$ cat src/rtl/burst_seq_pkg.sv
// Shared types for the burst address sequencer.
// Assumes a burst length that is a power of two.
package burst_seq_pkg;
    typedef enum logic {
        ORD_LINEAR     = 1'b0,
        ORD_INTERLEAVE = 1'b1
    } burst_order_e;
endpackage

$ cat src/rtl/bseq_ctrl.sv
// Burst control: decides load and step events, holds the burst-open flag.
// Assumes freeze high blocks every state change in the sequencer.
module bseq_ctrl (
    input  logic clk,
    input  logic rst_n,
    input  logic freeze,
    input  logic load_n,
    input  logic sel,
    output logic take_load,
    output logic step,
    output logic burst_on
);
    // Event decode from the sampled controls.
    always_comb begin
        take_load = !freeze && !load_n && sel;
        step      = !freeze && load_n && burst_on;
    end

    // Burst flag: opened by a selected load, closed by a deselected load.
    always_ff @(posedge clk) begin
        if (!rst_n) begin
            burst_on <= 1'b0;
        end else if (!freeze && !load_n) begin
            burst_on <= sel;
        end
    end

    p_deselect_ends_r7: assert property (@(posedge clk) disable iff (!rst_n)
        (!freeze && !load_n && !sel) |=> !burst_on);

    p_idle_adv_stays_r10: assert property (@(posedge clk) disable iff (!rst_n)
        (!freeze && load_n && !burst_on) |=> !burst_on);

    p_frozen_flag_r9: assert property (@(posedge clk) disable iff (!rst_n)
        freeze |=> $stable(burst_on));
endmodule

$ cat src/rtl/bseq_beat.sv
// Beat counter: cleared on load, incremented on each step, wraps naturally.
// Assumes clear and step are never asserted together.
module bseq_beat #(
    parameter int BEAT_W = 2
) (
    input  logic              clk,
    input  logic              rst_n,
    input  logic              clear,
    input  logic              step,
    output logic [BEAT_W-1:0] beat
);
    // Beat register update.
    always_ff @(posedge clk) begin
        if (!rst_n) begin
            beat <= '0;
        end else if (clear) begin
            beat <= '0;
        end else if (step) begin
            beat <= beat + 1'b1;
        end
    end

    p_beat_steps_r5: assert property (@(posedge clk) disable iff (!rst_n)
        (step && !clear) |=> (beat == BEAT_W'($past(beat) + 1'b1)));

    p_beat_clears_r8: assert property (@(posedge clk) disable iff (!rst_n)
        clear |=> (beat == '0));
endmodule

$ cat src/rtl/bseq_base.sv
// Base address register: upper bits and burst start bits captured on load.
// Assumes ADDR_W is larger than BEAT_W.
module bseq_base #(
    parameter int ADDR_W = 17,
    parameter int BEAT_W = 2,
    localparam int HI_W  = ADDR_W - BEAT_W
) (
    input  logic              clk,
    input  logic              rst_n,
    input  logic              take_load,
    input  logic [ADDR_W-1:0] ext_addr,
    output logic [HI_W-1:0]   base_hi,
    output logic [BEAT_W-1:0] start
);
    // Capture the external address only on a load event.
    always_ff @(posedge clk) begin
        if (!rst_n) begin
            base_hi <= '0;
            start   <= '0;
        end else if (take_load) begin
            base_hi <= ext_addr[ADDR_W-1:BEAT_W];
            start   <= ext_addr[BEAT_W-1:0];
        end
    end

    p_base_held_r6: assert property (@(posedge clk) disable iff (!rst_n)
        !take_load |=> ($stable(base_hi) && $stable(start)));
endmodule

$ cat src/rtl/bseq_mix.sv
// Low-bit combiner: start bits with beat count by modular add or bitwise XOR.
// Assumes the order input is static during a burst.
module bseq_mix #(
    parameter int BEAT_W = 2
) (
    input  logic [BEAT_W-1:0]        start,
    input  logic [BEAT_W-1:0]        beat,
    input  burst_seq_pkg::burst_order_e order,
    output logic [BEAT_W-1:0]        low
);
    logic [BEAT_W-1:0] lin_low;
    logic [BEAT_W-1:0] ilv_low;

    // Interleaved order: per-bit toggle of the start value.
    for (genvar b = 0; b < BEAT_W; b++) begin : g_ilv
        assign ilv_low[b] = start[b] ^ beat[b];
    end

    // Linear order and final selection.
    always_comb begin
        lin_low = start + beat;
        low     = (order == burst_seq_pkg::ORD_INTERLEAVE) ? ilv_low : lin_low;
    end
endmodule

$ cat src/rtl/burst_addr_seq.sv
// Burst address sequencer top: joins control, beat counter, base register
// and low-bit combiner into the per-cycle array address.
// Assumes order_sel is static and freeze high blocks the whole edge.
module burst_addr_seq #(
    parameter int ADDR_W = 17,
    parameter int BEAT_W = 2
) (
    input  logic              clk,
    input  logic              rst_n,
    input  logic              freeze,
    input  logic              load_n,
    input  logic              sel,
    input  logic              order_sel,
    input  logic [ADDR_W-1:0] ext_addr,
    output logic [ADDR_W-1:0] mem_addr,
    output logic              burst_on
);
    import burst_seq_pkg::*;
    localparam int HI_W = ADDR_W - BEAT_W;

    logic              take_load;
    logic              step;
    logic [BEAT_W-1:0] beat;
    logic [BEAT_W-1:0] start;
    logic [BEAT_W-1:0] low;
    logic [HI_W-1:0]   base_hi;
    burst_order_e      order;

    // Static order select mapped to the shared type.
    always_comb order = burst_order_e'(order_sel);

    bseq_ctrl u_ctrl (
        .clk       (clk),
        .rst_n     (rst_n),
        .freeze    (freeze),
        .load_n    (load_n),
        .sel       (sel),
        .take_load (take_load),
        .step      (step),
        .burst_on  (burst_on)
    );

    bseq_beat #(.BEAT_W(BEAT_W)) u_beat (
        .clk   (clk),
        .rst_n (rst_n),
        .clear (take_load),
        .step  (step),
        .beat  (beat)
    );

    bseq_base #(.ADDR_W(ADDR_W), .BEAT_W(BEAT_W)) u_base (
        .clk       (clk),
        .rst_n     (rst_n),
        .take_load (take_load),
        .ext_addr  (ext_addr),
        .base_hi   (base_hi),
        .start     (start)
    );

    bseq_mix #(.BEAT_W(BEAT_W)) u_mix (
        .start (start),
        .beat  (beat),
        .order (order),
        .low   (low)
    );

    // Output address assembly.
    always_comb mem_addr = {base_hi, low};

    p_load_takes_r2: assert property (@(posedge clk) disable iff (!rst_n)
        (!freeze && !load_n && sel) |=> (mem_addr == $past(ext_addr) && burst_on));

    p_freeze_holds_r9: assert property (@(posedge clk) disable iff (!rst_n)
        freeze |=> $stable(mem_addr));

    p_upper_fixed_r6: assert property (@(posedge clk) disable iff (!rst_n)
        (!freeze && load_n) |=> $stable(mem_addr[ADDR_W-1:BEAT_W]));

    p_idle_addr_r10: assert property (@(posedge clk) disable iff (!rst_n)
        (!freeze && load_n && !burst_on) |=> $stable(mem_addr));

    p_deselect_addr_r7: assert property (@(posedge clk) disable iff (!rst_n)
        (!freeze && !load_n && !sel) |=> $stable(mem_addr));
endmodule

$ cat config.mk
export PLATFORM = sky130hd
export DESIGN_NAME = burst_addr_seq
export DESIGN_NICKNAME = d
export VERILOG_FILES = /design/src/rtl/burst_seq_pkg.sv /design/src/rtl/bseq_ctrl.sv /design/src/rtl/bseq_beat.sv /design/src/rtl/bseq_base.sv /design/src/rtl/bseq_mix.sv /design/src/rtl/burst_addr_seq.sv
export SDC_FILE = /design/constraint.sdc
export NUM_CORES = 1
export LEC_CHECK = 0
export ABC_CLOCK_PERIOD_IN_PS = 1400
export CAP_MARGIN = 5
export CORE_AREA = 2 2 57 64
export CTS_BUF_LIST = sky130_fd_sc_hd__clkbuf_2 sky130_fd_sc_hd__clkbuf_4 sky130_fd_sc_hd__clkbuf_8
export DETAILED_ROUTE_END_ITERATION = 16
export DIE_AREA = 0 0 59 66
export DONT_BUFFER_PORTS = 1
export HOLD_SLACK_MARGIN = 0.02
export SYNTH_ARGS = -nofsm -noshare
export SYNTH_HDL_FRONTEND = slang
export SYNTH_SLANG_ARGS = --single-unit
$ cat constraint.sdc
create_clock -name clk -period 1.4 [get_ports clk]
set_clock_uncertainty 0.15 [all_clocks]
set_input_delay 0.28 -clock clk [delete_from_list [all_inputs] [get_ports clk]]
set_output_delay 0.28 -clock clk [all_outputs]
set_load 0.03 [all_outputs]
==> summary.txt, run 1 <==
Gr usage total - 10.24%
Endpoints failing setup - 2
Top cell type by total area after synthesis - dfxtp_1
Detail Route Antenna Nets - 0
Die Y - 66 um
Clk slew on worst S/H paths - 0.12 ns
Synth top cells by count - dfxtp_1, nor2b_1, mux2i_1
Num CTS Buffers - 3
First-pass GRT wire length - 2946 um
Routed vias - 608
Die W - 59 um
Crit path kind - reg -> out
Starting Density - 25.85%
Synth cell types - 16
Total of max-cap violations - 0
Initial drt markers - 5
CTS H-tree lvls - 1
Rows - 22
Clock tree from TritonCTS - done
HPWL Detailed - 1211 um
Remaining DRCs - 0
Hold_ws - 0.04494 ns
Relative slew slack - 62.26%
Hold WC Path Type - in -> reg
Clock Latency Late Sink - 0.30 ns
CP startpoint kind - register
Number of fillers in the final layout - 330
Number of inserted diodes - 0
GRT overflow - 0
Synth Cell Area - 839.6 um^2
CP endpoint kind - output port
Vias in the first global route - 699
Wirelength, routed - 1773 um
WP data arrival - 1.18 ns
Count leader, synth - dfxtp_1
Top-area cell type share of the netlist area - 47.69%
Power density over cell area - 1043 nW/um^2
Final slew viol count - 0
Sequential share of the synthesized area - 47.69%
Yosys warning count - 0
Area grow syn2layout - 40.09%
Measured slew at the worst slew-check pin - 0.5662 ns
CP required - 0.97 ns
Post-synthesis cell count - 74
Fin. Hold Viols - 0
Drt pass-1 iters - 2
Unrepaired setup endpoints after global routing - true
Clock Sinks - 20
Leak - 0.4123 nW
Die area - 3894 um^2
Fin crit period - 1.610 ns
Max VDD drop - 0.0004426 V
Fin nets - 122
Top FF cell, synth - dfxtp_1
Bufs on Longest Clock Path - 2
Initial antenna violation count - 0
#FFs+latches synth - 20
Setup WS post-layout - -0.2103 ns
Post-synth net total - 98
Peak Freq - 621.0 MHz
Failing checks - setup timing
Tcrit/Tclk final - 115.0%
Number of synthesized flops with an enable pin - 0
Routability cong. - 0.7464
Share of cells above drive strength 1 - 15.46%
Asr flop ratio synth - 0%
Outcome - complete, but fails checks
Mean Syn Cell Area - 11.35 um^2
Core footprint - 3248 um^2
Worst-path fanout max - 2
Root Buffer - clkbuf_4
IO Port Bufs - 0
Vias per inst - 4.571
Post-DR wirelength/cell - 13.33 um
Largest net degree at the start of global routing - 21
I/O pins - 41
Synth top area cells - dfxtp_1, mux2i_1, nor2b_1, buf_12, xnor2_1
Post-layout util - 36.21%
==> stage by stage <==
step	setup slack, ns	area (um^2)	total power (W)	setup TNS [ns]	std cells
after floorplan	0.02942	860.8	0.0007131	0	74
after global placement	0.03516	903.4	0.0007165	0	110
after detailed placement	0.03207	903.4	0.0007193	0	110
after CTS	-0.2306	1174	0.001253	-0.2630	133
after global routing	-0.2572	1176	0.001287	-0.3065	133
final	-0.2103	1176	0.001227	-0.2178	133
==> placed cells by master, fill, tap and decap left out, types with 2 or more instances in the layout <==
cell	Yosys	routed
dfxtp_1	20	18
buf_4	0	4
o21ai_0	2	2
mux2i_1	17	17
o21a_1	2	2
dfxtp_2	0	2
nor3b_1	2	2
nor2b_1	19	18
clkbuf_4	0	3
dlygate4sd3_1	0	18
==> cell families (layout without fill, tap and decap cells) <==
logic type                 Yosys count  count (layout)  synth area share, %
muxes                               17              17                20.27
and+or+nand+nor                     24              24                18.93
xor gates and xnor gates             3               3                3.130
adders and majority gates            1               1                1.490
buffers and inverters                4              27                4.620
DFF                                 20              20                47.69
AOI/OAI and AO/OA                    5               5                3.875
==> per-layer routing <==
metal	track usage [%]	share of wire [%]	vias to the layer above
met5	0	0	-
met4	4.261	1.3	0
met3	3.523	6.9	4
met2	18.19	49	30
met1	10.79	42	281
li1	-	-	293
==> worst paths after layout <==
path	slack [ns]	depth (start not counted)	start	endpoint
max	-0.21	3	u_base.start[0]$_SDFFE_PN0P_	mem_addr[1]
min	0.04	2	freeze	u_ctrl.burst_on$_SDFFE_PN0P_
max reg2reg	0.16	4	u_beat.beat[0]$_SDFFE_PP0P_	u_beat.beat[1]$_SDFFE_PP0P_
min reg2reg	0.41	2	u_base.start[0]$_SDFFE_PN0P_	u_base.start[0]$_SDFFE_PN0P_
==> where the power goes <==
group          internal [W]  switching (W)
Sequential         0.000588      0.0000422
Clock              0.000289       0.000178
Combinational     0.0000810      0.0000487
==> state kept, by name, indices dropped and copies added, names as in the netlist <==
| register | count |
|---|---|
| u_base.start | 2 |
| u_ctrl.burst_on | 1 |
| u_beat.beat | 2 |
| u_base.base_hi | 15 |
==> critical path, cell delays in order (launching register included) <==
cell     delay (ns)
dfxtp_2        0.36
ha_4           0.15
nor2b_4        0.13
xnor2_4        0.25
==> timing repair <==
action | in CTS | in global routing
endpoints found under the setup margin | 2 | 13
setup buffers | 0 | 0
pin swaps | 2 | 0
gates resized for setup | 6 | 1
hold buffers | 19 | 0
hold endpoints to repair | 20 | 0
==> cell type report <==
class / count / area (um^2) / share of cell area [%]
timing repair buffer: 23 / 222.7 / 18.94
clock buffer: 3 / 22.52 / 1.915
clock inverter: 1 / 30.03 / 2.553
sequential: 20 / 402.9 / 34.26
tap: 36 / 45.04 / 3.830
multi-input combinational: 50 / 452.9 / 38.51
Power figures use the tool's default switching activity.
==> run 2, diff against run 1 <==
- PLACE_DENSITY_LB_ADDON: unset -> 0.1
==> summary.txt, run 2 (synthesis gave the netlist of run 1 again) <==
Hold-critical path depth - 2 (unchanged)
Commonest cells after routing, fill and taps aside - nor2b_1, dlygate4sd3_1, dfxtp_1, mux2i_1, buf_4 (unchanged)
Rows - 22 (unchanged)
Finished Layout Cells - 134 (was 133)
Setup_tns - -0.2010 ns (was -0.2178 ns)
Power density over cell area - 942.0 nW/um^2 (was 1043 nW/um^2)
Slowest stage delay, CP - 0.35 ns (was 0.36 ns)
Outcome - complete, but fails checks (unchanged)
Hold_ws - 0.04702 ns (was 0.04494 ns)
CP startpoint kind - register (unchanged)
Clock Sinks - 20 (unchanged)
Reg2reg path depth - 4 (unchanged)
Bufs on Longest Clock Path - 2 (unchanged)
Leak - 0.4107 nW (was 0.4123 nW)
Reg with most FFs - u_base.base_hi (unchanged)
Max VDD drop - 0.0003476 V (was 0.0004426 V)
Share of cells above drive strength 1 - 16.33% (was 15.46%)
Measured slew at the worst slew-check pin - 0.6380 ns (was 0.5662 ns)
Drt pass-1 iters - 3 (was 2)
CP endpoint kind - output port (unchanged)
Total of max-cap violations - 0 (unchanged)
Fin crit period - 1.601 ns (was 1.610 ns)
Hold WC Path Type - in -> reg (unchanged)
Failing checks - setup timing (unchanged)
Area grow syn2layout - 39.05% (was 40.09%)
Die Y - 66 um (unchanged)
Vias per inst - 4.373 (was 4.571)
Setup slack, reg-to-reg - 0.22 ns (was 0.16 ns)
Num CTS Buffers - 3 (unchanged)
Unrepaired setup endpoints after global routing - true (unchanged)
IO Port Bufs - 0 (unchanged)
Routability cong. - 0.6607 (was 0.7464)
Hold path endpoint - u_ctrl.burst_on$_SDFFE_PN0P_ (unchanged)
Clock tree from TritonCTS - done (unchanged)
Worst R2R End - u_beat.beat[1]$_SDFFE_PP0P_ (unchanged)
Placed Cells incl. Taps - 111 (was 110)
Number of inserted diodes - 0 (unchanged)
GRT overflow - 0 (unchanged)
WP data arrival - 1.17 ns (was 1.18 ns)
Initial antenna violation count - 0 (unchanged)
Max reg flops - 15 (unchanged)
Slowest CP cell - dfxtp_2 (unchanged)
Relative slew slack - 57.47% (was 62.26%)
Final slew viol count - 0 (unchanged)
Peak Freq - 624.6 MHz (was 621.0 MHz)
First-pass GRT wire length - 2663 um (was 2946 um)
Worst setup path start - u_beat.beat[0]$_SDFFE_PP0P_ (was u_base.start[0]$_SDFFE_PN0P_)
Core footprint - 3248 um^2 (unchanged)
Worst path cell trace - ha_4 -> nor2b_4 -> xnor2_4 (unchanged)
Routed vias - 586 (was 608)
Remaining DRCs - 0 (unchanged)
Reg2reg start - u_beat.beat[0]$_SDFFE_PP0P_ (unchanged)
Crit path kind - reg -> out (unchanged)
Gr usage total - 9.493% (was 10.24%)
Setup WS post-layout - -0.2010 ns (was -0.2103 ns)
Worst-path fanout max - 2 (unchanged)
Die area - 3894 um^2 (unchanged)
Post-DR wirelength/cell - 12.48 um (was 13.33 um)
CTS H-tree lvls - 1 (unchanged)
CP required - 0.97 ns (about the same)
I/O pins - 41 (unchanged)
Leading registers by flop count - u_base.base_hi x15, u_base.start x2, u_beat.beat x2 (unchanged)
Clock Latency Late Sink - 0.29 ns (was 0.30 ns)
Initial drt markers - 6 (was 5)
Largest net degree at the start of global routing - 21 (unchanged)
Die W - 59 um (unchanged)
Detail Route Antenna Nets - 0 (unchanged)
Vias in the first global route - 545 (was 699)
Hold Path Origin - freeze (unchanged)
Root Buffer - clkbuf_4 (unchanged)
Critical path buffers and inverters - 0 (unchanged)
Tcrit/Tclk final - 114.4% (was 115.0%)
Fin nets - 123 (was 122)
Fin. Hold Viols - 0 (unchanged)
CP top delay family - flip-flops (unchanged)
Post-CTS setup buffers - 0 (unchanged)
Endpoints failing setup - 1 (was 2)
Clk slew on worst S/H paths - 0.12 ns (about the same)
Wirelength, routed - 1672 um (was 1773 um)
Starting Density - 25.85% (unchanged)
-- run 2: cell count changes in the layout (fill, tap and decap cells not counted) --
cell       delta
buf_4         +1
bufinv_16     -1
clkbuf_8      +1
-- run 2: worst register-to-register path, delay by kind of cell (launching register included) --
kind	cells	cell delay, ns
buf+inv	1	0.12
flops	1	0.37
simple gates	2	0.30
xor+xnor	1	0.16
-- run 2: worst max path at each step --
stage | slack [ns] | cells after the start | end
floorplan | 0.03 | 3 | mem_addr[1]
global placement | 0.04 | 3 | mem_addr[1]
detailed placement | 0.03 | 3 | mem_addr[1]
CTS | -0.23 | 3 | mem_addr[1]
global route | -0.27 | 3 | mem_addr[1]
finish | -0.20 | 3 | mem_addr[1]
-- run 2: per-layer routing --
| metal | part of all wire (%) | track usage (%) | up-vias |
|---|---|---|---|
| met5 | 0 | 0 | - |
| met4 | 1.3 | 5.966 | 0 |
| met3 | 6.8 | 2.935 | 2 |
| met2 | 48 | 13.06 | 18 |
| met1 | 44 | 12.62 | 271 |
| li1 | - | - | 295 |
-- run 2: per-stage QoR --
stage	worst slack, ns	power, W	utilization, %	instance area (um^2)
final	-0.2010	0.001100	35.94	1167
after global routing	-0.2726	0.001165	35.94	1167
after CTS	-0.2305	0.001128	35.86	1165
after detailed placement	0.03391	0.0007200	28.04	910.9
after global placement	0.03602	0.0007186	28.04	910.9
after floorplan	0.02942	0.0007131	-	860.8
-- run 2: final cells by class --
type / instances / area, um^2
Clock buffer: 4 / 36.28
Sequential cell: 20 / 402.9
Timing Repair Buffer: 24 / 230.2
Tap cell: 36 / 45.04
Fill cell: 345 / 2081
Multi-Input combinational cell: 50 / 452.9
-- run 2: where the power goes --
part	switching [W]	internal (W)
clock	0.000181	0.000158
sequential	0.0000422	0.000588
combinational	0.0000477	0.0000822
-- run 2: what timing repair did --
action | CTS | global route
hold endpoints to repair | 20 | 0
hold buffers | 19 | 0
endpoints found under the setup margin | 2 | 10
gates resized for setup | 6 | 1
pin swaps | 1 | 0
==> run 3, diff against run 2 <==
- ABC_AREA: unset -> 1
- CORE_AREA: 2 2 57 64 -> 2 2 56 64
- DIE_AREA: 0 0 59 66 -> 0 0 58 66
==> summary.txt, run 3 <==
Core footprint - 3193 um^2 (was 3248 um^2)
Routed vias - 705 (was 586)
Synth Cell Area - 827.0 um^2 (was 839.6 um^2)
CP required - 0.97 ns (about the same)
Slowest stage delay, CP - 0.37 ns (was 0.35 ns)
Reg with most FFs - u_base.base_hi (unchanged)
Post-synthesis mux area share - 0% (was 20.27%)
Measured slew at the worst slew-check pin - 0.5785 ns (was 0.6380 ns)
Worst R2R End - u_beat.beat[1]$_SDFFE_PP0P_ (unchanged)
GRT overflow - 0 (unchanged)
Number of inserted diodes - 0 (unchanged)
Adder-cell area share of the yosys netlist - 1.513% (was 1.490%)
Initial antenna violation count - 0 (unchanged)
Placed inst area - 857.1 um^2 (was 910.9 um^2)
Hold WC Path Type - in -> reg (unchanged)
Commonest cells after routing, fill and taps aside - nor2_1, dfxtp_1, o21ai_0, dlygate4sd3_1, nand2_1 (was nor2b_1, dlygate4sd3_1, dfxtp_1, mux2i_1, buf_4)
Num CTS Buffers - 3 (unchanged)
Pre-CTS setup slack - 0.006181 ns (was 0.03391 ns)
CP startpoint kind - register (unchanged)
Fin. Hold Viols - 0 (unchanged)
Leak - 0.4550 nW (was 0.4107 nW)
Clk slew on worst S/H paths - 0.11 ns (was 0.12 ns)
Mean Syn Cell Area - 7.729 um^2 (was 11.35 um^2)
Share of cells above drive strength 1 - 18.75% (was 16.33%)
Die Y - 66 um (unchanged)
#FFs+latches synth - 20 (unchanged)
Post-layout util - 34.17% (was 35.94%)
Synth cell types - 17 (was 16)
Clock tree from TritonCTS - done (unchanged)
Int Power - 0.0008248 W (was 0.0008285 W)
Comb pwr share - 12.0% (was 11.8%)
Max VDD drop - 0.0004648 V (was 0.0003476 V)
I/O pins - 41 (unchanged)
Clock share of power - 29.5% (was 30.9%)
Detail Route Antenna Nets - 0 (unchanged)
Synth top area cells - dfxtp_1, nor2_1, o21ai_0, nor2_2, nand2_1 (was dfxtp_1, mux2i_1, nor2b_1, buf_12, xnor2_1)
Root Buffer - clkbuf_4 (unchanged)
Post-synthesis cell count - 107 (was 74)
Number of synthesized flops with an enable pin - 0 (unchanged)
Vias per inst - 4.299 (was 4.373)
Fin crit period - 1.638 ns (was 1.601 ns)
Failing checks - setup timing (unchanged)
Design Area, Final - 1091 um^2 (was 1167 um^2)
Total of max-cap violations - 0 (unchanged)
Setup WS post-layout - -0.2379 ns (was -0.2010 ns)
Drt pass-1 iters - 3 (unchanged)
Largest net degree at the start of global routing - 20 (was 21)
Asr flop ratio synth - 0% (unchanged)
Compound-cell area share of the yosys netlist - 11.80% (was 3.875%)
XOR/XNOR Fraction of Synth Area - 2.118% (was 3.130%)
Initial drt markers - 15 (was 6)
Leading registers by flop count - u_base.base_hi x15, u_base.start x2, u_beat.beat x2 (unchanged)
First-pass GRT wire length - 3125 um (was 2663 um)
Top-area cell type share of the netlist area - 48.41% (was 47.69%)
Max reg flops - 15 (unchanged)
CP endpoint kind - output port (unchanged)
Worst path cell trace - ha_4 -> inv_2 -> nor2_2 -> inv_1 -> nand2_1 -> nand2_1 -> inv_2 (was ha_4 -> nor2b_4 -> xnor2_4)
Reg2reg path depth - 8 (was 4)
Bufs on Longest Clock Path - 2 (unchanged)
Flop pwr share - 58.5% (was 57.3%)
Hold path endpoint - u_base.start[0]$_SDFFE_PN0P_ (was u_ctrl.burst_on$_SDFFE_PN0P_)
Gr usage total - 10.92% (was 9.493%)
Synth top cells by count - nor2_1, dfxtp_1, o21ai_0 (was dfxtp_1, nor2b_1, mux2i_1)
Outcome - complete, but fails checks (unchanged)
Final slew viol count - 0 (unchanged)
Clock Latency Late Sink - 0.29 ns (about the same)
Peak Freq - 610.5 MHz (was 624.6 MHz)
Finished Layout Cells - 164 (was 134)
Sequential share of the synthesized area - 48.41% (was 47.69%)
Top FF cell, synth - dfxtp_1 (unchanged)
Die W - 58 um (was 59 um)
CTS H-tree lvls - 1 (unchanged)
Relative slew slack - 61.43% (was 57.47%)
Placed Cells incl. Taps - 142 (was 111)
Hold-critical path depth - 2 (unchanged)
Count leader, synth - nor2_1 (was dfxtp_1)
Top cell type by total area after synthesis - dfxtp_1 (unchanged)
Slowest CP cell - dfxtp_2 (unchanged)
Sw frac - 26.82% (was 24.66%)
Reg2reg start - u_beat.beat[0]$_SDFFE_PP0P_ (unchanged)
Fin nets - 153 (was 123)
Largest family of logic cells by synthesized area - simple AND/OR/NAND/NOR gates (was multiplexers)
Endpoints failing setup - 1 (unchanged)
Vias in the first global route - 704 (was 545)
Post-synthesis simple-gate area fraction - 26.17% (was 18.93%)
Worst-path fanout max - 2 (unchanged)
Tcrit/Tclk final - 117.0% (was 114.4%)
Yosys warning count - 0 (unchanged)
Unrepaired setup endpoints after global routing - true (unchanged)
Post-synth net total - 131 (was 98)
Post-DR wirelength/cell - 10.98 um (was 12.48 um)
Power density over cell area - 1033 nW/um^2 (was 942.0 nW/um^2)
Routability cong. - 0.6580 (was 0.6607)
Clock Sinks - 20 (unchanged)
Area grow syn2layout - 31.92% (was 39.05%)
Pwr Total - 0.001127 W (was 0.001100 W)
Wirelength, routed - 1801 um (was 1672 um)
Die area - 3828 um^2 (was 3894 um^2)
Setup slack, reg-to-reg - 0.25 ns (was 0.22 ns)
Starting Density - 25.90% (was 25.85%)
WP data arrival - 1.21 ns (was 1.17 ns)
Remaining DRCs - 0 (unchanged)
HPWL Detailed - 1252 um
IO Port Bufs - 0 (unchanged)
Hold Path Origin - ext_addr[0] (was freeze)
Rows - 22 (unchanged)
Net Sw Power - 0.0003023 W (was 0.0002711 W)
Commonest non-fill, non-tap cell in the layout - nor2_1
Crit path kind - reg -> out (unchanged)
-- run 3: cell types whose count changed after synthesis, moves of 8 or more --
cell     previous run  this run
nor2_1              1        31
nor2b_1            19         0
mux2i_1            17         0
o21ai_0             2        17
nand2_1             0        12
nor2_2              0         8
-- run 3: cells by family after synthesis --
logic type	Yosys count
buf+inv	13
fa+ha+maj	1
simple gates	52
compound gates	19
xor+xnor	2
flops	20
-- run 3: worst max-delay path: cells and delay by family (launching register included) --
family                     cells  cell delay (ns)
adders and majority gates      1             0.13
buffers and inverters          3             0.20
DFF                            1             0.37
and+or+nand+nor                3             0.22
-- run 3: layer usage --
layer  track usage [%]  wire [um]  vias to the layer above
met3             3.131        126                        2
met5                 0          0                        -
met1             13.78        798                      308
met2             16.90        856                       21
met4             5.233         20                        0
li1                  -          -                      374
-- run 3: worst max path at each step --
| stage | from | end | cells after the start |
|---|---|---|---|
| floorplan | u_beat.beat[0]$_SDFFE_PP0P_ | mem_addr[1] | 7 |
| global route | u_base.start[0]$_SDFFE_PN0P_ | mem_addr[1] | 7 |
| detailed placement | u_beat.beat[0]$_SDFFE_PP0P_ | mem_addr[1] | 7 |
| finish | u_base.start[0]$_SDFFE_PN0P_ | mem_addr[1] | 7 |
| CTS | u_beat.beat[0]$_SDFFE_PP0P_ | mem_addr[1] | 7 |
| global placement | u_beat.beat[0]$_SDFFE_PP0P_ | mem_addr[1] | 7 |
-- run 3: power groups by stage --
stage | registers [W] | clock network (W) | logic, W
2_1_floorplan | 0.000671 | 0 | 0.0000831
3_3_place_gp | 0.000672 | 0 | 0.0000884
3_5_place_dp | 0.000672 | 0 | 0.0000908
4_1_cts | 0.000660 | 0.000357 | 0.000135
5_1_grt | 0.000664 | 0.000382 | 0.000157
6_report | 0.000660 | 0.000332 | 0.000135
-- run 3: timing repair --
item / 4_1_cts / 5_1_grt
pin swaps: 0 / 3
endpoints found under the setup margin: 2 / 22
gates cloned: 0 / 0
hold buffers: 17 / 0
endpoints found under the hold margin: 20 / 0
resized for setup: 3 / 5
setup buffers: 0 / 1
-- run 3: per-stage QoR --
step	hold slack, ns	setup TNS [ns]
2_1_floorplan	0.2780	0
3_3_place_gp	0.2678	0
3_5_place_dp	0.2721	0
4_1_cts	0.04235	-0.4860
5_1_grt	0.06600	-0.3505
6_report	0.05079	-0.2379
-- run 3: layout make-up --
type / count / area, um^2
timing repair buffer: 22 / 210.2
sequential: 20 / 402.9
tap: 36 / 45.04
inverter: 8 / 37.54
fill: 336 / 2102
multi-input combinational: 74 / 359.1
clock buffer: 4 / 36.28
